`src/rtl/fan_tach_period.sv`:
```
module fan_tach_period #(
  parameter int CNT_W = 20,
  parameter int DIV_W = 4
) (
  input  logic             clk,
  input  logic             rst_n,
  input  logic             tach_in,
  input  logic             pwm_loop,
  input  logic             meas_en,
  input  logic             loop_en,
  input  logic [1:0]       edge_sel,
  input  logic [1:0]       deb_code,
  input  logic [DIV_W-1:0] div_code,
  input  logic [CNT_W-1:0] thr,
  input  logic             thr_irq_en,
  input  logic             thr_inv,
  input  logic             stat_rd,
  input  logic             irq_clr,
  output logic [CNT_W-1:0] meas_val,
  output logic             meas_full,
  output logic             meas_new,
  output logic             raw_lvl,
  output logic             deb_lvl,
  output logic             irq
);
  localparam int PRE_W = 2 * ((1 << DIV_W) - 1);
  localparam logic [CNT_W-1:0] CNT_MAX = {CNT_W{1'b1}};

  logic [1:0]       sync_q;
  logic [1:0]       flt_cnt;
  logic             flt_q, prev_q, armed;
  logic [PRE_W-1:0] pre_cnt;
  logic [CNT_W-1:0] cnt;

  wire       src     = loop_en ? pwm_loop : tach_in;
  wire       lvl     = sync_q[1];
  wire [1:0] flt_len = 2'd3 - deb_code;

  assign raw_lvl = lvl;
  assign deb_lvl = (flt_len == 2'd0) ? lvl : flt_q;

  always_ff @(posedge clk or negedge rst_n)
    if (!rst_n) sync_q <= '0;
    else        sync_q <= {sync_q[0], src};

  always_ff @(posedge clk or negedge rst_n)
    if (!rst_n) begin
      flt_q   <= 1'b0;
      flt_cnt <= '0;
    end else if (lvl == flt_q) begin
      flt_cnt <= '0;
    end else if (flt_len == 2'd0 || flt_cnt == flt_len - 2'd1) begin
      flt_q   <= lvl;
      flt_cnt <= '0;
    end else begin
      flt_cnt <= flt_cnt + 2'd1;
    end

  wire rise = deb_lvl & ~prev_q;
  wire fall = ~deb_lvl & prev_q;
  logic qual;
  always_comb
    case (edge_sel)
      2'b00:   qual = fall;
      2'b01:   qual = rise;
      default: qual = rise | fall;
    endcase

  wire             edge_hit = meas_en & qual;
  wire [PRE_W-1:0] pre_last = (PRE_W'(1) << (2 * div_code)) - PRE_W'(1);
  wire             tick     = meas_en & armed & ~edge_hit & (pre_cnt == pre_last);
  wire             sat_hit  = tick & (cnt == CNT_MAX - CNT_W'(1));
  wire             cap      = (edge_hit & armed) | sat_hit;
  wire [CNT_W-1:0] cap_val  = sat_hit ? CNT_MAX : cnt;
  wire             over     = thr_inv ? (cap_val < thr) : (cap_val > thr);

  always_ff @(posedge clk or negedge rst_n)
    if (!rst_n) prev_q <= 1'b0;
    else        prev_q <= deb_lvl;

  always_ff @(posedge clk or negedge rst_n)
    if (!rst_n) begin
      armed     <= 1'b0;
      pre_cnt   <= '0;
      cnt       <= '0;
      meas_val  <= '0;
      meas_full <= 1'b0;
    end else if (!meas_en) begin
      armed     <= 1'b0;
      pre_cnt   <= '0;
      cnt       <= '0;
      meas_full <= 1'b0;
    end else begin
      if (edge_hit) begin
        armed   <= 1'b1;
        pre_cnt <= '0;
        cnt     <= '0;
      end else if (armed) begin
        pre_cnt <= (pre_cnt == pre_last) ? '0 : pre_cnt + PRE_W'(1);
        if (tick && cnt != CNT_MAX) cnt <= cnt + CNT_W'(1);
      end
      if (cap) begin
        meas_val  <= cap_val;
        meas_full <= 1'b1;
      end
    end

  always_ff @(posedge clk or negedge rst_n)
    if (!rst_n)       meas_new <= 1'b0;
    else if (cap)     meas_new <= 1'b1;
    else if (stat_rd) meas_new <= 1'b0;

  always_ff @(posedge clk or negedge rst_n)
    if (!rst_n)                          irq <= 1'b0;
    else if (cap && thr_irq_en && over)  irq <= 1'b1;
    else if (irq_clr)                    irq <= 1'b0;
endmodule


```
`config.mk`:
```
export PLATFORM = sky130hd
export DESIGN_NAME = fan_tach_period
export DESIGN_NICKNAME = d
export VERILOG_FILES = /design/src/rtl/fan_tach_period.sv
export SDC_FILE = /design/constraint.sdc
export NUM_CORES = 1
export LEC_CHECK = 0
export BUFFER_PORTS_ARGS = -buffer_cell sky130_fd_sc_hd__buf_2
export CORE_MARGIN = 2
export CORE_UTILIZATION = 59
export DETAILED_ROUTE_END_ITERATION = 6
export PLACE_DENSITY = 0.77
export SKIP_LAST_GASP = 1
export SLEW_MARGIN = 20
export SYNTH_ARGS = -nofsm -noshare
export SYNTH_HDL_FRONTEND = slang
export SYNTH_SLANG_ARGS = --single-unit
export TNS_END_PERCENT = 100
```
`constraint.sdc`:
```
create_clock -name clk -period 4 [get_ports clk]
set_input_delay 0.8 -clock clk [delete_from_list [all_inputs] [get_ports clk]]
set_output_delay 0.8 -clock clk [all_outputs]
set_load 0.02 [all_outputs]
```
==> summary.md, run 1 <==
| Metric | Value |
|---|---|
| EDFF count, synth | 0 |
| Setup WS pre-CTS | -0.731 ns |
| Cell accounting for the most synthesized area | dfrtp_1 |
| Synth top area cells | dfrtp_1 (37%), ha_1 (6.2%), mux2_2 (4.3%), nand3_1 (3.7%), a21oi_1 (3.3%) |
| Sink Count | 80 |
| Rows | 35 |
| Final-layout fill cell count | 728 |
| Number of global-route vias before repair | 4684 |
| Vias per cell | 6.12 |
| Routed Wire Length | 13100 um |
| Crit. End Element | register |
| Final setup violation count | 1 |
| Core Area | 9110 um^2 |
| VDD IR max | 0.000207 V |
| Worst-Margin Slew | 0.720 ns |
| Syn avg cell area | 8.81 um^2 |
| Final worst setup slack | -0.116 ns |
| Setup crit start kind | input pin |
| Failing checks | setup timing |
| Wirelength per Cell | 16.6 um |
| DRC Markers | 0 |
| Via Count | 4831 |
| Post-synthesis xor/xnor area fraction | 5.29% |
| PortBufs | 62 |
| Share of post-route cells with drive strength above 1 | 22.7% |
| Unrepaired setup endpoints after global routing | yes |
| First-pass GRT wire length | 22300 um |
| Latest clock arrival within the worst-skew pair | 0.36 ns |
| Synth Area in Adders | 6.18% |
| I/O pin count | 63 |
| Critical path launch point | div_code[2] |
| Min-delay src | sync_q[0]$_DFF_PN0_ |
| CTS HTree Levels | 3 |
| Final Net Count | 738 |
| Clock transition at path regs | 0.10 ns |
| Post-DP HPWL | 9460 um |
| CTS hold repair buffers | 0 |
| Min Tclk post-route | 4.12 ns |
| Register area | 2000 um^2 |
| Final Hold Vio Count | 0 |
| Clk Tree Root Cell | clkbuf_8 |
| Die area | 10000 um^2 |
| Setup CP Type | input pin to register |
| Synth unique cells | 58 |
| # diodes | 0 |
| Post-synthesis mux area share | 6.53% |
| Max Cap Violations | 0 |
| Pins Over Slew Limit | 0 |
| Yosys reg bits | 80 |
| Origin of the critical flop-to-flop path | pre_cnt[14]$_DFFE_PN0P_ |
| Largest net degree at the start of global routing | 81 |
| Yosys Warn Count | 0 |
| Post-Synthesis Cells | 620 |
| Largest family of logic cells by synthesized area | simple AND/OR/NAND/NOR gates |
| Max-Slew Margin vs Limit | 52.0% |
| Die height | 100 um |
| Total global routing overflow | 0 |
| Top cell type's share of synthesized area | 36.6% |
| Worst Path Required | 4.27 ns |
| Initial Utilization | 60.0% |
| Pre-antenna DRT Iters | 5 |
| Mapped Nets | 685 |
| Clock buffer count from CTS | 9 |
| Multi-input gate area | 3160 um^2 |
| Tcrit/Tclk final | 103% |
| Die width | 100 um |
| Synth Area in Compound Gates | 13.3% |
| Outcome | finished, violations left |
| Async set-reset flop share out of synthesis | 100% |
| Global router's overall resource usage | 27.6% |
| Simple-gate share of the synthesized area | 24.9% |
| DRT iter0 DRCs | 336 |
| P&R area growth vs syn | 14.0% |
| Clock buffer depth | 2 |
| Design Power | 1940 uW |
| Post-route ant nets | 0 |
| Clk_skew | 0.0173 ns |
| WP data arrival | 4.39 ns |
| Worst min-delay path category | register to register |
| P_leak | 0.00282 uW |
| Post-synthesis sequential area ratio | 36.6% |
| Initial antenna violation count | 0 |
| Post-synthesis cell area | 5460 um^2 |
| Synth Flop Type | dfrtp_1 |
| Crit Path Max Fanout | 3 |
| GPL Wtd Cong | 0.864 |
| Peak Freq | 243 MHz |
| PwrDens | 311 nW/um^2 |
| CTS tree | built |
[synth_stat cells, drive strengths merged (5+ instances only)]
cell	instances
nor2	46
nand2b	5
clkbuf	30
nand3	40
nand4	20
and3	11
nor3	15
dfrtp	80
o31ai	17
nand2	43
o21ai	20
o21a	6
or3	11
xnor2	20
ha	27
mux2i	12
xor2	13
or4	18
o211ai	9
mux2	21
and4	6
nor4	6
buf	21
and2	10
a21oi	37
inv	38
[sequential cells by signal, summed over array words and instances (netlist names)]
signal and flops:
prev_q 1, flt_q 1, meas_full 1, armed 1
pre_cnt 30, sync_q 2, cnt 20, irq 1
meas_val 20, flt_cnt 2, meas_new 1
[layout make-up]
type	instances	area share, %
Sequential cell	80	32.1
Timing Repair Buffer	93	9.44
Tap cell	111	2.23
Clock inverter	7	1.16
Multi-Input combinational cell	451	50.8
Inverter	38	2.29
Clock buffer	9	1.99
[worst paths after layout]
kind                                       end  slack, ns  cells after the start
max                            irq$_DFFE_PN0P_      -0.12                     18
min                        sync_q[1]$_DFF_PN0_       0.36                      0
max reg2reg                    irq$_DFFE_PN0P_       0.50                     15
min reg2reg                sync_q[1]$_DFF_PN0_       0.36                      0
max in group asynchronous   cnt[7]$_DFFE_PN0P_       3.05                      1
min in group asynchronous  sync_q[1]$_DFF_PN0_       0.46                      1
[kinds of logic (layout without fill, tap and decap cells)]
group / count (synthesis) / in the layout
adder cells (fa/ha/maj): 27 / 27
AO/OA/AOI/OAI: 110 / 110
XOR/XNOR: 33 / 33
buffers and inverters: 89 / 147
AND/OR/NAND/NOR: 248 / 248
multiplexers: 33 / 33
flip-flops: 80 / 80
[power by group]
part | internal [uW] | switching, uW | total, uW
clock network | 246 | 349 | 595
registers | 845 | 30.1 | 875
logic | 176 | 291 | 467
[timing repair]
action | CTS | global route
endpoints found under the setup margin | 1 | 1
pin swaps | 12 | 8
buffers inserted | 3 | 0
resized for setup | 12 | 1
[stage by stage]
step                      utilization, %  cell area [um^2]  TNS [ns]  instances  hold slack, ns
after floorplan                        -              5510    -0.504        620           0.331
after global placement              65.0              5920    -0.519        770           0.336
after detailed placement            65.0              5920    -0.731        770           0.336
after CTS                           68.3              6220    -0.129        789           0.357
after global routing                68.4              6230    -0.241        789           0.374
final                               68.4              6230    -0.116        789           0.357
[layer usage]
metal | wire length, um | global-route usage (%) | vias up
li1 | - | - | 2337
met1 | 5890 | 38.6 | 2330
met2 | 6280 | 44.9 | 148
met3 | 754 | 4.39 | 16
met4 | 146 | 7.69 | 0
met5 | 0 | 0 | -
[cells in the final DEF, fill, tap and decap left out, types with 20 or more instances in the layout]
cell type	n
dfrtp_1	80
buf_2	58
inv_1	38
a21oi_1	35
mux2_2	21
nand3_1	40
nor2_1	46
buf_4	28
ha_1	25
nand4_1	20
nand2_1	42
[worst max-delay path, stage by stage]
cell and delay (ns):
buf_6 0.10, or4b_4 0.54, ha_4 0.26, xnor2_2 0.13
a31oi_2 0.19, nand4_1 0.17, nor4_4 0.32, nand2_2 0.11
or4_4 0.53, buf_6 0.14, and2_1 0.16, ha_1 0.18
inv_1 0.06, a21oi_2 0.06, o21ai_2 0.16, a2111oi_4 0.11
mux2i_1 0.14, o32ai_1 0.21
Note: power is estimated with default switching activity, not from simulation.
==> inputs of run 2 (changes only) <==
- PLACE_DENSITY: 0.77 -> 0.85
==> summary.md, run 2 (synthesis results as in run 1) <==
| Metric | Value |
|---|---|
| Min Tclk post-route | 4.15 ns (was 4.12 ns) |
| P_leak | 0.00280 uW (was 0.00282 uW) |
| Pins Over Slew Limit | 0 (unchanged) |
| Final-layout fill cell count | 691 (was 728) |
| Die height | 100 um (unchanged) |
| Die width | 100 um (unchanged) |
| Outcome | finished, violations left (unchanged) |
| WP buf/inv | 1 (was 3) |
| Latest clock arrival within the worst-skew pair | 0.36 ns (about the same) |
| Max Cap Violations | 0 (unchanged) |
| P&R area growth vs syn | 12.6% (was 14.0%) |
| Post-CTS setup buffer count | 0 (was 3) |
| Reg-to-reg setup timing slack | 0.45 ns (was 0.50 ns) |
| RR Endpoint | irq$_DFFE_PN0P_ (unchanged) |
| Unrepaired setup endpoints after global routing | yes (unchanged) |
| Final worst setup slack | -0.147 ns (was -0.116 ns) |
| # diodes | 0 (unchanged) |
| Final setup violation count | 1 (unchanged) |
| CTS tree | built (unchanged) |
| Die area | 10000 um^2 (unchanged) |
| Setup CP Type | input pin to register (unchanged) |
| Vias per cell | 6.16 (was 6.12) |
| Setup WS pre-CTS | -0.690 ns (was -0.731 ns) |
| CP max-delay cell | or4_1 (was or4b_4) |
| Core Area | 9110 um^2 (unchanged) |
| GPL Wtd Cong | 0.954 (was 0.864) |
| Most flops, register | pre_cnt (unchanged) |
| Clk Tree Root Cell | clkbuf_8 (unchanged) |
| Clk_skew | 0.0173 ns (about the same) |
| Failing checks | setup timing (unchanged) |
| Share of post-route cells with drive strength above 1 | 21.7% (was 22.7%) |
| Clock transition at path regs | 0.09 ns (was 0.10 ns) |
| Routed Wire Length | 13400 um (was 13100 um) |
| Final Hold Vio Count | 0 (unchanged) |
| Total global routing overflow | 0 (unchanged) |
| Crit Path Max Fanout | 3 (unchanged) |
| Initial Utilization | 60.0% (unchanged) |
| Rows | 35 (unchanged) |
| PortBufs | 62 (unchanged) |
| Clock buffer count from CTS | 9 (unchanged) |
| Critical path launch point | div_code[3] (was div_code[2]) |
| Via Count | 4858 (was 4831) |
| Wirelength per Cell | 16.9 um (was 16.6 um) |
| VDD IR max | 0.000213 V (was 0.000207 V) |
| Initial antenna violation count | 0 (unchanged) |
| I/O pin count | 63 (unchanged) |
| Worst min-delay path category | register to register (unchanged) |
| Worst Hold End | sync_q[1]$_DFF_PN0_ (unchanged) |
| Worst-Margin Slew | 0.916 ns (was 0.720 ns) |
| Max FFs per register | 30 (unchanged) |
| Placed inst area | 5950 um^2 (was 5920 um^2) |
| Min-delay src | sync_q[0]$_DFF_PN0_ (unchanged) |
| Final Net Count | 738 (unchanged) |
| DRC Markers | 0 (unchanged) |
| Pre-antenna DRT Iters | 5 (unchanged) |
| Setup crit start kind | input pin (unchanged) |
| Critical Path Max Stage Delay | 0.59 ns (was 0.54 ns) |
| Post-layout util | 67.5% (was 68.4%) |
| Largest net degree at the start of global routing | 81 (unchanged) |
| Most common cell after layout, fill and taps aside | dfrtp_1 (unchanged) |
| Crit. End Element | register (unchanged) |
| Largest regs | pre_cnt: 30 flops, cnt: 20 flops, meas_val: 20 flops (unchanged) |
| Hold Crit Depth | 0 (unchanged) |
| DRT iter0 DRCs | 337 (was 336) |
| Final Cell Area | 6150 um^2 (was 6230 um^2) |
| Global router's overall resource usage | 28.0% (was 27.6%) |
| Most frequent cells in the layout | dfrtp_1 (80), buf_2 (61), nor2_1 (46), nand2_1 (42), nand3_1 (40) (was dfrtp_1 (80), buf_2 (58), nor2_1 (46), nand2_1 (42), nand3_1 (40)) |
| Post-route ant nets | 0 (unchanged) |
| PwrDens | 311 nW/um^2 (about the same) |
| Number of global-route vias before repair | 4876 (was 4684) |
| CP top delay family | simple AND/OR/NAND/NOR gates (unchanged) |
| Max-Slew Margin vs Limit | 38.8% (was 52.0%) |
| Clock buffer depth | 2 (unchanged) |
| Origin of the critical flop-to-flop path | pre_cnt[14]$_DFFE_PN0P_ (unchanged) |
| Sink Count | 80 (unchanged) |
| CTS HTree Levels | 3 (unchanged) |
| Peak Freq | 241 MHz (was 243 MHz) |
| Setup TNS | -0.147 ns (was -0.116 ns) |
| First-pass GRT wire length | 22700 um (was 22300 um) |
| Worst R2R Path Depth | 13 (was 15) |
| Worst Path Required | 4.24 ns (was 4.27 ns) |
| WP data arrival | 4.39 ns (about the same) |
| Post-DP HPWL | 9650 um (was 9460 um) |
| Tcrit/Tclk final | 104% (was 103%) |
| Critical-path cell list | buf_2, or4_1, ha_4, xnor2_1, a31oi_1, nand4_1, nor4_4, nand2_2, or4_4, nand2b_1, ha_1, a21oi_1, o21ai_1, a2111oi_2, mux2i_1, o32ai_2 (was buf_6, or4b_4, ha_4, xnor2_2, a31oi_2, nand4_1, nor4_4, nand2_2, or4_4, buf_6, and2_1, ha_1, inv_1, a21oi_2, o21ai_2, a2111oi_4, mux2i_1, o32ai_1) |
-- run 2: cell types whose count changed in the layout (fill, tap and decap cells not counted), sizes merged --
cell and change:
clkinv +1, clkbuf +2, inv -3
-- run 2: how the worst max path moves through the flow --
stage / endpoint / slack (ns) / cells past startpoint
2_1_floorplan: irq$_DFFE_PN0P_ / -0.50 / 17
3_3_place_gp: irq$_DFFE_PN0P_ / -0.51 / 16
3_5_place_dp: irq$_DFFE_PN0P_ / -0.69 / 16
4_1_cts: irq$_DFFE_PN0P_ / -0.16 / 16
5_1_grt: irq$_DFFE_PN0P_ / -0.30 / 16
6_report: irq$_DFFE_PN0P_ / -0.15 / 16
-- run 2: through the flow --
stage / total power, uW / hold WS (ns) / cells
after floorplan: 1190 / 0.331 / 620
after global placement: 1340 / 0.332 / 772
after detailed placement: 1370 / 0.345 / 772
after CTS: 1920 / 0.364 / 788
after global routing: 2020 / 0.376 / 789
final: 1910 / 0.358 / 789
-- run 2: final cells by class --
class	instances	area [um^2]	share of cell area [%]
multi-input combinational	451	3110	50.6
inverter	38	143	2.32
tap	111	139	2.26
clock buffer	11	141	2.30
sequential	80	2000	32.6
clock inverter	5	38.8	0.631
timing repair buffer	93	574	9.34
-- run 2: timing repair --
| action | 4_1_cts | 5_1_grt |
|---|---|---|
| gates resized for setup | 0 | 1 |
| pin swaps | 2 | 0 |
| hold buffers | 0 | 0 |
| endpoints found under the setup margin | 1 | 1 |
-- run 2: report_power, final --
| part | switching [uW] | leakage [uW] | total [uW] | internal [uW] |
|---|---|---|---|---|
| sequential | 30.0 | 0.00111 | 875 | 845 |
| combinational | 302 | 0.00161 | 485 | 183 |
| clock | 307 | 0.0000903 | 554 | 247 |
| total | 639 | 0.00280 | 1910 | 1270 |
-- run 2: routing by layer --
layer | GRT usage, % | vias to the layer above | share of wire [%]
met3 | 6.34 | 31 | 6.4
li1 | - | 2321 | -
met4 | 9.59 | 0 | 2.3
met1 | 36.5 | 2327 | 42
met2 | 46.2 | 179 | 49
met5 | 0 | - | 0
